**config.mk**
```make
export PLATFORM = sky130hd
export DESIGN_NAME = isa_mux_bridge
export DESIGN_NICKNAME = d
export VERILOG_FILES = /design/src/rtl/isa_bridge_pkg.sv /design/src/rtl/isa_bridge_decode.sv /design/src/rtl/isa_bridge_sync.sv /design/src/rtl/isa_bridge_seq.sv /design/src/rtl/isa_mux_bridge.sv
export SDC_FILE = /design/constraint.sdc
export NUM_CORES = 1
export LEC_CHECK = 0
export BUFFER_PORTS_ARGS = -buffer_cell sky130_fd_sc_hd__clkbuf_2
export CORE_ASPECT_RATIO = 1.25
export CORE_MARGIN = 10
export CORE_UTILIZATION = 45
export CTS_CLUSTER_SIZE = 40
export DETAILED_ROUTE_END_ITERATION = 8
export GPL_TIMING_DRIVEN = 0
export HOLD_SLACK_MARGIN = 0.15
export PLACE_DENSITY = 0.83
export SLEW_MARGIN = 20
export SYNTH_ARGS = -nofsm -noshare
export SYNTH_HDL_FRONTEND = slang
export SYNTH_SLANG_ARGS = --single-unit
```
**constraint.sdc**
```tcl
create_clock -name clk -period 1.6 [get_ports clk]
set_clock_uncertainty 0.15 [all_clocks]
set_input_delay 0.08 -clock clk [delete_from_list [all_inputs] [get_ports clk]]
set_output_delay 0.08 -clock clk [all_outputs]
set_load 0.1 [all_outputs]
```
**src/rtl/isa_bridge_pkg.sv**
```systemverilog
package isa_bridge_pkg;

   typedef enum logic [1:0] {
      PORT_INDEX = 2'b00,
      PORT_DATA  = 2'b01,
      PORT_SPARE = 2'b10,
      PORT_RESET = 2'b11
   } port_e;

   typedef enum logic [2:0] {
      ST_IDLE,
      ST_IDXW,
      ST_ALE,
      ST_GAP,
      ST_XFER
   } seq_e;

endpackage

```
**src/rtl/isa_bridge_decode.sv**
```systemverilog
module isa_bridge_decode #(
   parameter int ADDR_W = 10,
   localparam int BASE_W = ADDR_W - 2
) (
   input  logic              clk,
   input  logic              rst_n,
   input  logic              aen,
   input  logic [ADDR_W-1:0] addr,
   input  logic [BASE_W-1:0] base_sw,
   output logic              sel_n,
   output logic [1:0]        port
);

   generate
      if (ADDR_W < 3) begin : g_bad_addr
         $error("isa_bridge_decode: ADDR_W must leave at least one base bit");
      end
   endgenerate

   logic match;

   assign match = (addr[ADDR_W-1:2] == base_sw);
   assign sel_n = aen | ~match;
   assign port  = addr[1:0];

   // a DMA cycle can never select the card
   a_r10_aen_blocks: assert property (@(posedge clk) disable iff (!rst_n)
      aen |-> sel_n);

endmodule

```
**src/rtl/isa_bridge_sync.sv**
```systemverilog
module isa_bridge_sync #(
   parameter int W      = 8,
   parameter int STAGES = 2
) (
   input  logic         clk,
   input  logic         rst_n,
   input  logic [W-1:0] din,
   output logic [W-1:0] dout
);

   generate
      if (STAGES < 1) begin : g_bad_stages
         $error("isa_bridge_sync: STAGES must be at least 1");
      end
      if (W < 1) begin : g_bad_w
         $error("isa_bridge_sync: W must be at least 1");
      end
   endgenerate

   generate
      if (STAGES == 1) begin : g_single
         logic [W-1:0] q;
         always_ff @(posedge clk or negedge rst_n) begin
            if (!rst_n) q <= '0;
            else        q <= din;
         end
         assign dout = q;
      end else begin : g_chain
         logic [STAGES-1:0][W-1:0] q;
         always_ff @(posedge clk or negedge rst_n) begin
            if (!rst_n) begin
               q <= '0;
            end else begin
               for (int i = 0; i < STAGES; i++) begin
                  if (i == 0) q[i] <= din;
                  else        q[i] <= q[i-1];
               end
            end
         end
         assign dout = q[STAGES-1];
      end
   endgenerate

endmodule

```
**src/rtl/isa_bridge_seq.sv**
```systemverilog
module isa_bridge_seq
   import isa_bridge_pkg::*;
#(
   parameter int DATA_W     = 8,
   parameter int ALE_CYCLES = 2,
   parameter int GAP_CYCLES = 1,
   localparam int MAX_CNT   = (ALE_CYCLES > GAP_CYCLES) ? ALE_CYCLES : GAP_CYCLES,
   localparam int CNT_W     = (MAX_CNT < 2) ? 1 : $clog2(MAX_CNT)
) (
   input  logic              clk,
   input  logic              rst_n,
   input  logic              s_rd,
   input  logic              s_wr,
   input  logic              s_sel,
   input  logic [1:0]        s_port,
   input  logic [DATA_W-1:0] s_data,
   output logic              ale,
   output logic              cs,
   output logic              ctl_rd,
   output logic              ctl_wr,
   output logic              idx_oe,
   output logic              buf_en,
   output logic              buf_to_isa,
   output logic [DATA_W-1:0] idx_q
);

   generate
      if (ALE_CYCLES < 1) begin : g_bad_ale
         $error("isa_bridge_seq: ALE_CYCLES must be at least 1");
      end
      if (GAP_CYCLES < 1) begin : g_bad_gap
         $error("isa_bridge_seq: GAP_CYCLES must be at least 1");
      end
   endgenerate

   localparam logic [CNT_W-1:0] ALE_LAST = CNT_W'(ALE_CYCLES - 1);
   localparam logic [CNT_W-1:0] GAP_LAST = CNT_W'(GAP_CYCLES - 1);

   seq_e              st;
   logic [CNT_W-1:0]  cnt;
   logic              op_rd;
   logic [DATA_W-1:0] shadow;
   logic              start_idx;
   logic              start_dat;
   logic              strobe_on;

   assign start_idx = s_sel && s_wr && !s_rd && (port_e'(s_port) == PORT_INDEX);
   assign start_dat = s_sel && (s_wr ^ s_rd) && (port_e'(s_port) == PORT_DATA);
   assign strobe_on = op_rd ? s_rd : s_wr;

   always_ff @(posedge clk or negedge rst_n) begin
      if (!rst_n) begin
         st     <= ST_IDLE;
         cnt    <= '0;
         op_rd  <= 1'b0;
         shadow <= '0;
         idx_q  <= '0;
      end else begin
         unique case (st)
            ST_IDLE: begin
               cnt <= '0;
               if (start_idx) begin
                  shadow <= s_data;
                  st     <= ST_IDXW;
               end else if (start_dat) begin
                  op_rd <= s_rd;
                  st    <= ST_ALE;
               end
            end
            ST_IDXW: begin
               if (s_wr) begin
                  shadow <= s_data;
               end else begin
                  idx_q <= shadow;
                  st    <= ST_IDLE;
               end
            end
            ST_ALE: begin
               if (cnt == ALE_LAST) begin
                  cnt <= '0;
                  st  <= ST_GAP;
               end else begin
                  cnt <= cnt + 1'b1;
               end
            end
            ST_GAP: begin
               if (cnt == GAP_LAST) begin
                  cnt <= '0;
                  st  <= ST_XFER;
               end else begin
                  cnt <= cnt + 1'b1;
               end
            end
            ST_XFER: begin
               if (!strobe_on) st <= ST_IDLE;
            end
            default: st <= ST_IDLE;
         endcase
      end
   end

   assign ale        = (st == ST_ALE);
   assign idx_oe     = (st == ST_ALE) || (st == ST_GAP);
   assign cs         = (st == ST_ALE) || (st == ST_GAP) || (st == ST_XFER);
   assign ctl_rd     = (st == ST_XFER) && op_rd;
   assign ctl_wr     = (st == ST_XFER) && !op_rd;
   assign buf_en     = (st == ST_IDXW) || (st == ST_XFER);
   assign buf_to_isa = (st == ST_XFER) && op_rd;

   // the index changes only when an index-port write completes
   a_r9_index_hold: assert property (@(posedge clk) disable iff (!rst_n)
      (st != ST_IDXW) |=> $stable(idx_q));

   // every address phase is entered from a data-port start
   a_r4_ale_from_data: assert property (@(posedge clk) disable iff (!rst_n)
      $rose(ale) |-> $past(start_dat));

   // offsets other than index and data never start a sequence
   a_r2_spare_ignored: assert property (@(posedge clk) disable iff (!rst_n)
      (st == ST_IDLE && s_port[1]) |=> (st == ST_IDLE));

endmodule

```
**src/rtl/isa_mux_bridge.sv**
```systemverilog
module isa_mux_bridge #(
   parameter int ADDR_W      = 10,
   parameter int DATA_W      = 8,
   parameter int SYNC_STAGES = 2,
   parameter int ALE_CYCLES  = 2,
   parameter int GAP_CYCLES  = 1,
   localparam int BASE_W     = ADDR_W - 2,
   localparam int BUNDLE_W   = DATA_W + 5
) (
   input  logic              clk,
   input  logic              rst_n,
   input  logic              aen,
   input  logic [ADDR_W-1:0] isa_addr,
   input  logic              iow_n,
   input  logic              ior_n,
   input  logic [BASE_W-1:0] base_sw,
   input  logic [DATA_W-1:0] isa_din,
   output logic [DATA_W-1:0] isa_dout,
   output logic              isa_doe,
   output logic              card_sel_n,
   output logic              buf_en_n,
   output logic              buf_dir,
   input  logic [DATA_W-1:0] mux_din,
   output logic [DATA_W-1:0] mux_dout,
   output logic              mux_doe,
   output logic              ctl_ale,
   output logic              ctl_cs_n,
   output logic              ctl_rd_n,
   output logic              ctl_wr_n
);

   generate
      if (DATA_W < 1) begin : g_bad_data
         $error("isa_mux_bridge: DATA_W must be at least 1");
      end
   endgenerate

   logic [1:0]          dec_port;
   logic [BUNDLE_W-1:0] raw_bundle;
   logic [BUNDLE_W-1:0] s_bundle;
   logic                s_rd, s_wr, s_sel;
   logic [1:0]          s_port;
   logic [DATA_W-1:0]   s_data;
   logic                ale, cs, c_rd, c_wr, idx_oe, buf_en, buf_to_isa;
   logic [DATA_W-1:0]   idx_q;

   isa_bridge_decode #(.ADDR_W(ADDR_W)) u_dec (
      .clk     (clk),
      .rst_n   (rst_n),
      .aen     (aen),
      .addr    (isa_addr),
      .base_sw (base_sw),
      .sel_n   (card_sel_n),
      .port    (dec_port)
   );

   assign raw_bundle = {~ior_n, ~iow_n, ~card_sel_n, dec_port, isa_din};

   isa_bridge_sync #(.W(BUNDLE_W), .STAGES(SYNC_STAGES)) u_sync (
      .clk   (clk),
      .rst_n (rst_n),
      .din   (raw_bundle),
      .dout  (s_bundle)
   );

   assign {s_rd, s_wr, s_sel, s_port, s_data} = s_bundle;

   isa_bridge_seq #(
      .DATA_W     (DATA_W),
      .ALE_CYCLES (ALE_CYCLES),
      .GAP_CYCLES (GAP_CYCLES)
   ) u_seq (
      .clk        (clk),
      .rst_n      (rst_n),
      .s_rd       (s_rd),
      .s_wr       (s_wr),
      .s_sel      (s_sel),
      .s_port     (s_port),
      .s_data     (s_data),
      .ale        (ale),
      .cs         (cs),
      .ctl_rd     (c_rd),
      .ctl_wr     (c_wr),
      .idx_oe     (idx_oe),
      .buf_en     (buf_en),
      .buf_to_isa (buf_to_isa),
      .idx_q      (idx_q)
   );

   assign mux_dout = idx_oe ? idx_q : isa_din;
   assign mux_doe  = idx_oe | (buf_en & ~buf_to_isa);
   assign isa_dout = mux_din;
   assign isa_doe  = buf_en & buf_to_isa;
   assign buf_en_n = ~buf_en;
   assign buf_dir  = buf_to_isa;
   assign ctl_ale  = ale;
   assign ctl_cs_n = ~cs;
   assign ctl_rd_n = ~c_rd;
   assign ctl_wr_n = ~c_wr;

   // index output and buffer never share the bus
   a_r8_no_contention: assert property (@(posedge clk) disable iff (!rst_n)
      !(idx_oe && buf_en));

   // no data strobe while the address strobe is high
   a_r5_ale_clear_of_strobes: assert property (@(posedge clk) disable iff (!rst_n)
      ctl_ale |-> (ctl_rd_n && ctl_wr_n));

   // index still presented when the address strobe falls
   a_r5_index_at_fall: assert property (@(posedge clk) disable iff (!rst_n)
      $fell(ctl_ale) |-> (mux_doe && mux_dout == idx_q && ctl_rd_n && ctl_wr_n));

   // read strobe only with the return path open and the shared bus released
   a_r6_read_path: assert property (@(posedge clk) disable iff (!rst_n)
      !ctl_rd_n |-> (isa_doe && !mux_doe && !ctl_cs_n));

   // write strobe only with ISA data on the shared bus
   a_r7_write_path: assert property (@(posedge clk) disable iff (!rst_n)
      !ctl_wr_n |-> (mux_doe && !isa_doe && mux_dout == isa_din));

endmodule

```
# After elaboration in Yosys (flattened, before gate mapping)
# Cells that the tools add are included.
# word_totals
output_inout_bits,25
reg_bits,47
inputBits,39
elab_cells,71
# op_classes
bitwise_logic,15
addsub,1
reduce_logical,20
eq_ne,13
muxes,15
# op_table
cell,n
8-bit 2-to-1 mux,3
3-bit 2-to-1 mux,6
8-bit case mux with 2 select lines,1
3-bit case mux with 5 select lines,1
1-bit NOT,10
8-bit equality test,1
"2-bit != test, second input constant",4
1-bit logical AND,7
"3-bit by 2-bit equality test with 1-bit output, second input constant",2
3-bit AND reduction,2
5-bit AND reduction,1
"2-bit by 1-bit != test with 1-bit output, second input constant",2
"3-bit by 1-bit equality test with 1-bit output, second input constant",1
"3-bit equality test, second input constant",1
3-bit logical NOT,1
1-bit logical OR,3
1-bit 2-to-1 mux,3
"3-bit by 1-bit != test with 1-bit output, second input constant",1
1-bit case mux with 3 select lines,1
3-bit nonzero test,1
1-bit bitwise AND,2
"2-bit by 1-bit equality test with 1-bit output, second input constant",1
1-bit logical NOT,2
2-bit logical NOT,1
5 further kinds,6

# Logic depth before layout (Yosys ltp)
# Gate-level depths: netlist of run 1.
# logic_depth
ltp_word,6
depth_mapped,5
ltp_nobuf,4

# Hierarchy
# From an unflattened synthesis of run 1, not the netlist that was laid out.
# hier_totals
hier_cells,161
area_unflattened_um2,2099.5
# modules_own_cells
mod,seq_area_each_um2,area_each_um2,instances,cells_each
isa_bridge_seq,525.5,1013.5,1,82
isa_bridge_sync,650.6,748.2,1,39
isa_mux_bridge,0.0,234.0,1,27
isa_bridge_decode,0.0,103.8,1,13

# Worst setup path before layout of run 1
# No wires, ideal clock.
# synth_timing
path_kind,reg2out
start,register u_seq.st[1]
end,output isa_doe
slack_ns,-1.397
arrival_time_ns,2.767
t_required_ns,1.370
path_stages_with_launch,6
path_buffers,2
path_cell_list,dfrtp_1 buf_4 nor3b_1 nand2_1 inv_1 buf_4
# synth_between
elab_chain_cells,3
elab_cells_between_ends,5
cone_classes,eq/ne (2); bitwise (1); reduce/logical (2)
# synth_lines
item,line,source
start: declaration,isa_bridge_seq.sv:39,seq_e st;
start signal: assignment,isa_bridge_seq.sv:53,st <= ST_IDLE;
start signal: assignment,isa_bridge_seq.sv:64,st <= ST_IDXW;
start signal: assignment,isa_bridge_seq.sv:67,st <= ST_ALE;
3-bit equality test,isa_bridge_seq.sv:108,assign buf_to_isa = (st == ST_XFER) && op_rd;
1-bit logical AND,isa_bridge_seq.sv:108,
named net buf_dir,isa_mux_bridge.sv:22,"output logic buf_dir,"
1-bit bitwise AND,isa_mux_bridge.sv:93,assign isa_doe = buf_en & buf_to_isa;
end: declaration,isa_mux_bridge.sv:19,"output logic isa_doe,"
# The timed path passes the listed nets, and every way through them passes these cells.

# Worst setup path in the final report of run 1
# layout_timing
start,register u_seq.st[2]
end,output mux_doe
# layout_between
elab_chain_cells,5
elab_cells_between_ends,10
cone_classes,eq/ne (4); bitwise (3); reduce/logical (3)
# layout_lines
item,line,source
3-bit equality test,"isa_bridge_seq.sv:107, isa_bridge_seq.sv:108",
1-bit logical AND,isa_bridge_seq.sv:108,
1-bit NOT,isa_mux_bridge.sv:91,assign mux_doe = idx_oe | (buf_en & ~buf_to_isa);
1-bit bitwise AND,isa_mux_bridge.sv:91,
1-bit bitwise OR *,isa_mux_bridge.sv:91,
end: declaration,isa_mux_bridge.sv:25,"output logic mux_doe,"
# Every way passes the cells marked *; elsewhere a longest branch is shown, timed or not.

==> reports/results.txt, run 1 <==
Vias/cell - 4.839
Worst Path Required - 1.37 ns
CP arrival - 1.69 ns
Failing checks - setup timing
Critical Path, Cell by Cell - buf_6 > nor3b_4 > or2b_4 > o21ai_4 > clkbuf_16
Total number of clock tree sinks - 47
Warnings, synthesis - 0
WS Path Type - reg2out
Post-synth top area share - 60.41%
Count leader, synth - dfrtp_1
DR WL/cell - 17.95 um
Layout cells sized above 1 - 61.29%
GRT Util Overall - 13.79%
Fin cells - 304
GR Overflow Total - 0
Mapped cell area - 1947 um^2
Min-Delay Path Class - in2async
Outcome - finished with violations
Top delay family on crit path - simple AND/OR/NAND/NOR gates
Min Hold Slack - 0.1740 ns
ANT nets after route - 0
Clock buffer depth - 2
Vias in the first global route - 1649
CTS tree - yes
Maximum VDD drop - 2.095 mV
Post-Place Cells - 264
Core Box Area - 4131 um^2
Sequential fraction of the synthesis area - 60.41%
Root buffer cell - clkbuf_8
Mapped Nets - 192
Gpl congestion - 0.8300
R2R cell count - 6
Slew of the pin with the lowest slew margin - 0.5806 ns
Max Cap Viol - 0
DP HPWL - 3.172 mm
Fillers - 228
Slowest cell on the critical path - dfrtp_1
Width of the die - 78.83 um
CTS buffer count - 5
Worst R2R End - u_seq.st[0]
Row cnt - 26
I/O Buffers - 55
Max Slew Vio Count - 0
Period utilisation layout - 120.3%
Yosys top cell by area - dfrtp_1
Ys async rst share - 100.0%
Final Hold Viols - 0
Avg Cell Area, Syn - 12.72 um^2
Syn Inst Count - 153
Ys flop type - dfrtp_1
Worst Path Max Fanout - 7
Pre-antenna DRT Iters - 4
Chip height - 93.54 um
Sum Neg Setup Slack - -8.233 ns
H-tree depth - 2
CP startpoint kind - flip-flop
Die area - 7374 um^2
EDFF count, synth - 0
# IOs - 64
Cell variety after synth - 31
Tmin final - 1.924 ns
Drc violations - 0
Largest stage delay on the critical path - 0.38 ns
Leading cell types by count after synthesis - dfrtp_1, nand2_1, mux2_2
Critical Path End Type - primary output
Worst reg2reg path startpoint - u_seq.st[2]
Max Clk Rate - 0.5197 GHz
RSZ-0062 raised after global routing - yes
Slew headroom - 61.29%
PD cells - 2310 nW/um^2
Nets - 287
Leakage - 1.635 nW
Largest net degree at the start of global routing - 48
Flops & latches, synth - 47
Initial antenna violation count - 0
Detailed Route WL - 5.456 mm
Setup ws final - -0.3242 ns
Clk_lat worst skew - 0.30 ns
First-pass GRT wire length - 7.948 mm
Top cells by area, synth - dfrtp_1, mux2_2, nand2_1
Setup violators final - 35
Routed vias - 1471
ANT cells - 0
R2r setup slk - -0.31 ns
Buf+Inv Stages, Crit Path - 2
Initial Util - 47.12%
Iter 0 DRT Violations - 92
Register clock-pin slew on the reported worst setup and hold paths - 0.09 ns
Area Growth Syn to Fin - 72.82%
-- per-stage QoR --
step / setup WS (ns) / instance area (um^2) / util (%) / total power, W
final: -0.3242 / 3364 / 81.44 / 0.007772
after detailed placement: -0.4939 / 2467 / 59.72 / 0.005087
after floorplan: -0.4255 / 2122 / - / 0.004577
after CTS: -0.3022 / 3177 / 76.89 / 0.007152
after global placement: -0.4765 / 2467 / 59.72 / 0.005031
after global routing: -0.4067 / 3364 / 81.44 / 0.008050
-- power by group --
group | total (W) | internal [W] | switching (W)
Combinational | 0.00523 | 0.00227 | 0.00295
Clock | 0.000839 | 0.000457 | 0.000383
Sequential | 0.00171 | 0.00147 | 0.000233
-- logic make-up after synthesis --
group	after synthesis	share of synthesized area, %
multiplexers	20	11.70
flip-flops	47	60.41
AO/OA/AOI/OAI	10	4.369
AND/OR/NAND/NOR	46	12.60
XOR/XNOR	10	4.499
buffers and inverters	20	6.426
-- cell usage in the layout, fill, tap and decap left out, types with 2 or more instances in the layout --
cell type,count
mux2_2,8
dfrtp_1,45
inv_1,3
clkbuf_2,38
nand2_4,17
mux2_4,11
buf_12,2
a21o_1,2
nor4b_4,2
buf_6,12
dlygate4sd3_1,15
nand2_2,3
clkbuf_8,6
buf_4,16
nor2_4,2
nor3_1,2
clkbuf_16,16
nand2_1,9
dfrtp_2,2
clkinvlp_4,4
nand2b_1,2
xor2_1,9
-- per-layer routing --
layer | vias up | wire length [um] | global-route usage [%]
met2 | 55 | 2959 | 25.76
met3 | 8 | 317 | 5.268
met1 | 719 | 2074 | 13.70
li1 | 689 | - | -
met5 | - | 0 | 0
met4 | 0 | 105 | 4.192
-- how the worst max path moves through the flow --
stage,slack [ns],endpoint,cells after the start,from
final,-0.32,mux_doe,5,u_seq.st[2]
after global routing,-0.41,mux_doe,5,u_seq.st[2]
after CTS,-0.30,mux_doe,5,u_seq.st[1]
after detailed placement,-0.49,mux_dout[4],6,u_seq.st[1]
after global placement,-0.48,mux_dout[4],6,u_seq.st[1]
after floorplan,-0.43,isa_doe,5,u_seq.st[2]
-- worst reg2reg max path, stage by stage, from the launching register on --
cell	delay, ns
dfrtp_1	0.40
buf_6	0.14
nor3b_4	0.16
buf_4	0.15
a32o_2	0.26
a31oi_4	0.21
mux2_4	0.32
-- final cells by class --
type	count	area [um^2]	share of cell area (%)
clock buffer	5	68.82	2.045
buffer	14	140.1	4.165
multi-input combinational	87	910.9	27.07
timing repair buffer	87	924.6	27.48
clock inverter	2	37.54	1.116
sequential	47	1179	35.03
inverter	6	33.78	1.004
tap	56	70.07	2.083
-- state kept, by name (all words and copies together), names as in the netlist --
name / cells
u_seq.cnt: 1
u_seq.idx_q: 8
u_seq.op_rd: 1
u_seq.shadow: 8
u_seq.st: 3
u_sync.dout: 13
u_sync.g_chain.q: 13
-- timing repair --
item                                    CTS  global route
hold buffers                             15             0
pin swaps                                 7             8
endpoints found under the setup margin   35            36
gates cloned                              0             2
hold endpoints to repair                 60             0
resized for setup                        65            25
setup buffers                             9             7
(Power assumes the default switching activity.)
==> run 2: changes to the inputs <==
Settings changed: PLACE_DENSITY 0.83 to 0.8.
Clock period 1.6 ns to 1.8 ns, I/O delays scaled along.
==> reports/results.txt, run 2 (synthesis results as in run 1) <==
First-pass GRT wire length - 7.790 mm
H-tree depth - 2
Initial Util - 47.12%
Critical Path End Type - primary output
Detailed Route WL - 4.614 mm
Commonest non-fill, non-tap cell in the layout - dfrtp_1
Final Hold Viols - 0
Period utilisation layout - 103.0%
# IOs - 64
DR WL/cell - 15.75 um
CTS tree - yes
Min Hold Slack - 0.1804 ns
Setup violators final - 2
Vias in the first global route - 1661
Area Growth Syn to Fin - 50.96%
Max Clk Rate - 0.5395 GHz
Clk_lat worst skew - 0.30 ns
Max Slew Vio Count - 0
WS Path Type - reg2out
Core Box Area - 4131 um^2
Clock buffer depth - 2
Worst Path Required - 1.56 ns
Pre-antenna DRT Iters - 4
Slew of the pin with the lowest slew margin - 0.5683 ns
R2R cell count - 6
Max Cap Viol - 0
GR Overflow Total - 0
Sum Neg Setup Slack - -0.09021 ns
Width of the die - 78.83 um
Row cnt - 26
Min-Delay Path Class - in2async
Worst Path Max Fanout - 6
Largest net degree at the start of global routing - 48
Fillers - 283
Drc violations - 0
Gpl congestion - 0.8306
Iter 0 DRT Violations - 76
Chip height - 93.54 um
CP arrival - 1.61 ns
Layout cells sized above 1 - 52.74%
Die area - 7374 um^2
Failing checks - setup timing
ANT cells - 0
Leakage - 1.431 nW
GRT Util Overall - 13.37%
Nets - 275
Final core utilization - 71.14%
Most frequent cells in the layout - dfrtp_1, clkbuf_2, nand2_1, mux2_2, buf_4
Register clock-pin slew on the reported worst setup and hold paths - 0.09 ns
ANT nets after route - 0
CTS buffer count - 5
Tmin final - 1.854 ns
Post-Place Cells - 264
CP startpoint kind - flip-flop
I/O Buffers - 55
DP HPWL - 2.965 mm
PD cells - 2015 nW/um^2
Fin cells - 293
Vias/cell - 4.840
Root buffer cell - clkbuf_8
Maximum VDD drop - 1.256 mV
Outcome - finished with violations
RSZ-0062 raised after global routing - yes
Setup ws final - -0.05372 ns
Initial antenna violation count - 0
Slew headroom - 62.12%
Total number of clock tree sinks - 47
Routed vias - 1418
## run 2: changes by cell type in the layout (fill, tap and decap cells not counted), sizes merged
cell and delta:
inv +3, clkinvlp -3, buf -3, clkbuf -7, nand2 -1
## run 2: power by group
part / total [W] / internal [W] / switching, W
clock: 0.000808 / 0.000457 / 0.000351
sequential: 0.00145 / 0.00131 / 0.000144
combinational: 0.00366 / 0.00136 / 0.00230
total: 0.00592 / 0.00312 / 0.00280
## run 2: final timing paths
| path | end | startpoint | slack (ns) |
|---|---|---|---|
| max in group asynchronous | u_seq.st[0] | rst_n | 0.91 |
| worst min register to register | u_sync.dout[12] | u_sync.g_chain.q[12] | 0.19 |
| worst max register to register | u_seq.st[0] | u_seq.st[2] | -0.04 |
| min in group clk | u_sync.dout[12] | u_sync.g_chain.q[12] | 0.19 |
| worst max-delay path | mux_doe | u_seq.st[2] | -0.05 |
| worst min-delay path | u_seq.st[1] | rst_n | 0.18 |
## run 2: through the flow
step	instance area (um^2)	worst slack (ns)	total power (W)
after CTS	2898	-0.09089	0.005814
after global routing	2939	-0.1136	0.006180
after detailed placement	2364	-0.3305	0.004320
after global placement	2364	-0.2710	0.004268
after floorplan	2018	-0.2423	0.003859
final	2939	-0.05372	0.005924
## run 2: final cells by class
cell class	count	area, um^2	area share, %
tap	56	70.07	2.384
sequential	47	1177	40.06
buffer	13	110.1	3.746
timing repair buffer	77	689.4	23.46
clock inverter	2	38.79	1.320
inverter	6	26.28	0.8940
multi-input combinational	86	744.5	25.33
clock buffer	6	82.58	2.810
## run 2: metal layers
metal | global-route usage, % | part of all wire (%) | up-vias
li1 | - | - | 668
met3 | 6.226 | 8.7 | 7
met4 | 4.042 | 1.3 | 0
met2 | 23.83 | 52 | 55
met5 | 0 | 0 | -
met1 | 13.55 | 38 | 688
## run 2: what timing repair did
item,CTS,global route
gates resized for setup,42,18
hold endpoints to repair,60,0
hold buffers,15,0
setup endpoints to repair,30,25
buffers inserted,6,2
pin swaps,2,3
## run 2: critical path: stages, from the launching register on
cell       delay, ns
dfrtp_1         0.35
buf_6           0.12
nor3b_4         0.23
or2b_4          0.33
o21ai_4         0.07
clkbuf_16       0.22
==> run 3: changes to the inputs <==
Settings changed: CAP_MARGIN set to 20, CORE_ASPECT_RATIO 1.25 to 2.
==> reports/results.txt, run 3 (synthesis results as in run 1) <==
Min Hold Slack - 0.1723 ns
RSZ-0062 raised after global routing - yes
Largest net degree at the start of global routing - 48
WS Path Type - reg2out
Worst Path Max Fanout - 5
Worst Path Required - 1.56 ns
Failing checks - setup timing
Routed vias - 1465
ANT nets after route - 0
Register clock-pin slew on the reported worst setup and hold paths - 0.09 ns
Vias/cell - 5.000
First-pass GRT wire length - 8.010 mm
DR WL/cell - 16.52 um
I/O Buffers - 55
Iter 0 DRT Violations - 28
Max Cap Viol - 0
Chip height - 113.0 um
Slew headroom - 62.65%
Core Box Area - 4129 um^2
Vias in the first global route - 1706
ANT cells - 0
Fillers - 301
Detailed Route WL - 4.841 mm
Drc violations - 0
Area Growth Syn to Fin - 50.00%
Layout cells sized above 1 - 54.77%
Maximum VDD drop - 1.630 mV
Final Hold Viols - 0
Initial Util - 47.15%
Final core utilization - 70.73%
Tmin final - 1.876 ns
Nets - 279
Pre-antenna DRT Iters - 4
GR Overflow Total - 0
Max Clk Rate - 0.5330 GHz
Gpl congestion - 0.8029
Initial antenna violation count - 0
Min-Delay Path Class - in2async
DP HPWL - 3.222 mm
Tot Pwr - 0.005840 W
# IOs - 64
CP startpoint kind - flip-flop
Width of the die - 66.51 um
Critical Path End Type - primary output
GRT Util Overall - 13.62%
Clk_lat worst skew - 0.30 ns
H-tree depth - 2
Area of the multi-input gates - 754.5 um^2
Row cnt - 33
CTS tree - yes
Setup violators final - 4
Design area - 2920 um^2
Max Slew Vio Count - 0
PD cells - 2000 nW/um^2
Root buffer cell - clkbuf_8
Clock buffer depth - 2
CP arrival - 1.64 ns
Die area - 7517 um^2
Period utilisation layout - 104.2%
R2r setup slk - -0.03 ns
Leakage - 1.426 nW
Commonest non-fill, non-tap cell in the layout - dfrtp_1
Register Area - 1180 um^2
Placed cell areas - 2359 um^2
Total number of clock tree sinks - 47
CTS buffer count - 5
Setup ws final - -0.07602 ns
Slew of the pin with the lowest slew margin - 0.5602 ns
Outcome - finished with violations
Most frequent cells in the layout - dfrtp_1, clkbuf_2, buf_4, nand2_1, mux2_2
==> run 3: cell types whose count changed in the layout (fill, tap and decap cells not counted), moves of 2 or more <==
cell / delta
dfrtp_1: -2
buf_4: +4
dfrtp_2: +2
clkbuf_8: +5
clkbuf_16: -3
buf_12: -3
==> run 3: metal layers <==
| layer | track usage (%) | part of all wire, % |
|---|---|---|
| met5 | 0 | 0 |
| met4 | 8.298 | 3.8 |
| met3 | 3.162 | 4.8 |
| met2 | 24.86 | 59 |
| met1 | 12.85 | 33 |
==> run 3: timing repair <==
| action | CTS | global route |
|---|---|---|
| buffers inserted | 9 | 4 |
| pin swaps | 2 | 4 |
| endpoints found under the setup margin | 32 | 23 |
| hold buffers | 15 | 0 |
| gates resized for setup | 41 | 16 |
| endpoints found under the hold margin | 60 | 0 |
==> run 3: path summary, 6_finish.rpt <==
path | startpoint | end | cells after the start
worst max-delay path | u_seq.st[2] | mux_doe | 4
min in group clk | u_sync.g_chain.q[4] | u_sync.dout[4] | 0
worst max register to register | u_seq.st[2] | u_seq.st[0] | 5
worst min-delay path | rst_n | u_sync.dout[10] | 2
max in group asynchronous | rst_n | u_seq.st[1] | 2
worst min register to register | u_sync.g_chain.q[4] | u_sync.dout[4] | 0
==> run 3: worst max-delay path, stage by stage, from the launching register on <==
cell       delay (ns)
dfrtp_2          0.44
nor3b_4          0.27
or2b_4           0.31
o21ai_4          0.08
clkbuf_16        0.23
==> run 3: through the flow <==
| stage | setup TNS, ns | setup WS [ns] | std cells |
|---|---|---|---|
| 6_report | -0.1970 | -0.07602 | 293 |
| 5_1_grt | -0.5287 | -0.1369 | 293 |
| 4_1_cts | -0.2484 | -0.1224 | 292 |
| 3_5_place_dp | -3.875 | -0.3001 | 260 |
| 3_3_place_gp | -3.320 | -0.2729 | 260 |
| 2_1_floorplan | -0.3472 | -0.2423 | 153 |
==> run 3: area by class of cell <==
cell class / instances / area share, %
plain buffers: 12 / 3.342
clock buffers: 5 / 2.356
repair buffers: 82 / 23.35
inverters: 6 / 0.8997
well taps: 52 / 2.228
multi-input cells: 86 / 25.84
clock inverters: 3 / 1.585
flip-flops and latches: 47 / 40.40
==> run 3: power breakdown <==
| part | switching (W) | internal, W |
|---|---|---|
| Sequential | 0.000173 | 0.00131 |
| Combinational | 0.00229 | 0.00130 |
| Clock | 0.000350 | 0.000418 |
| Total | 0.00281 | 0.00303 |
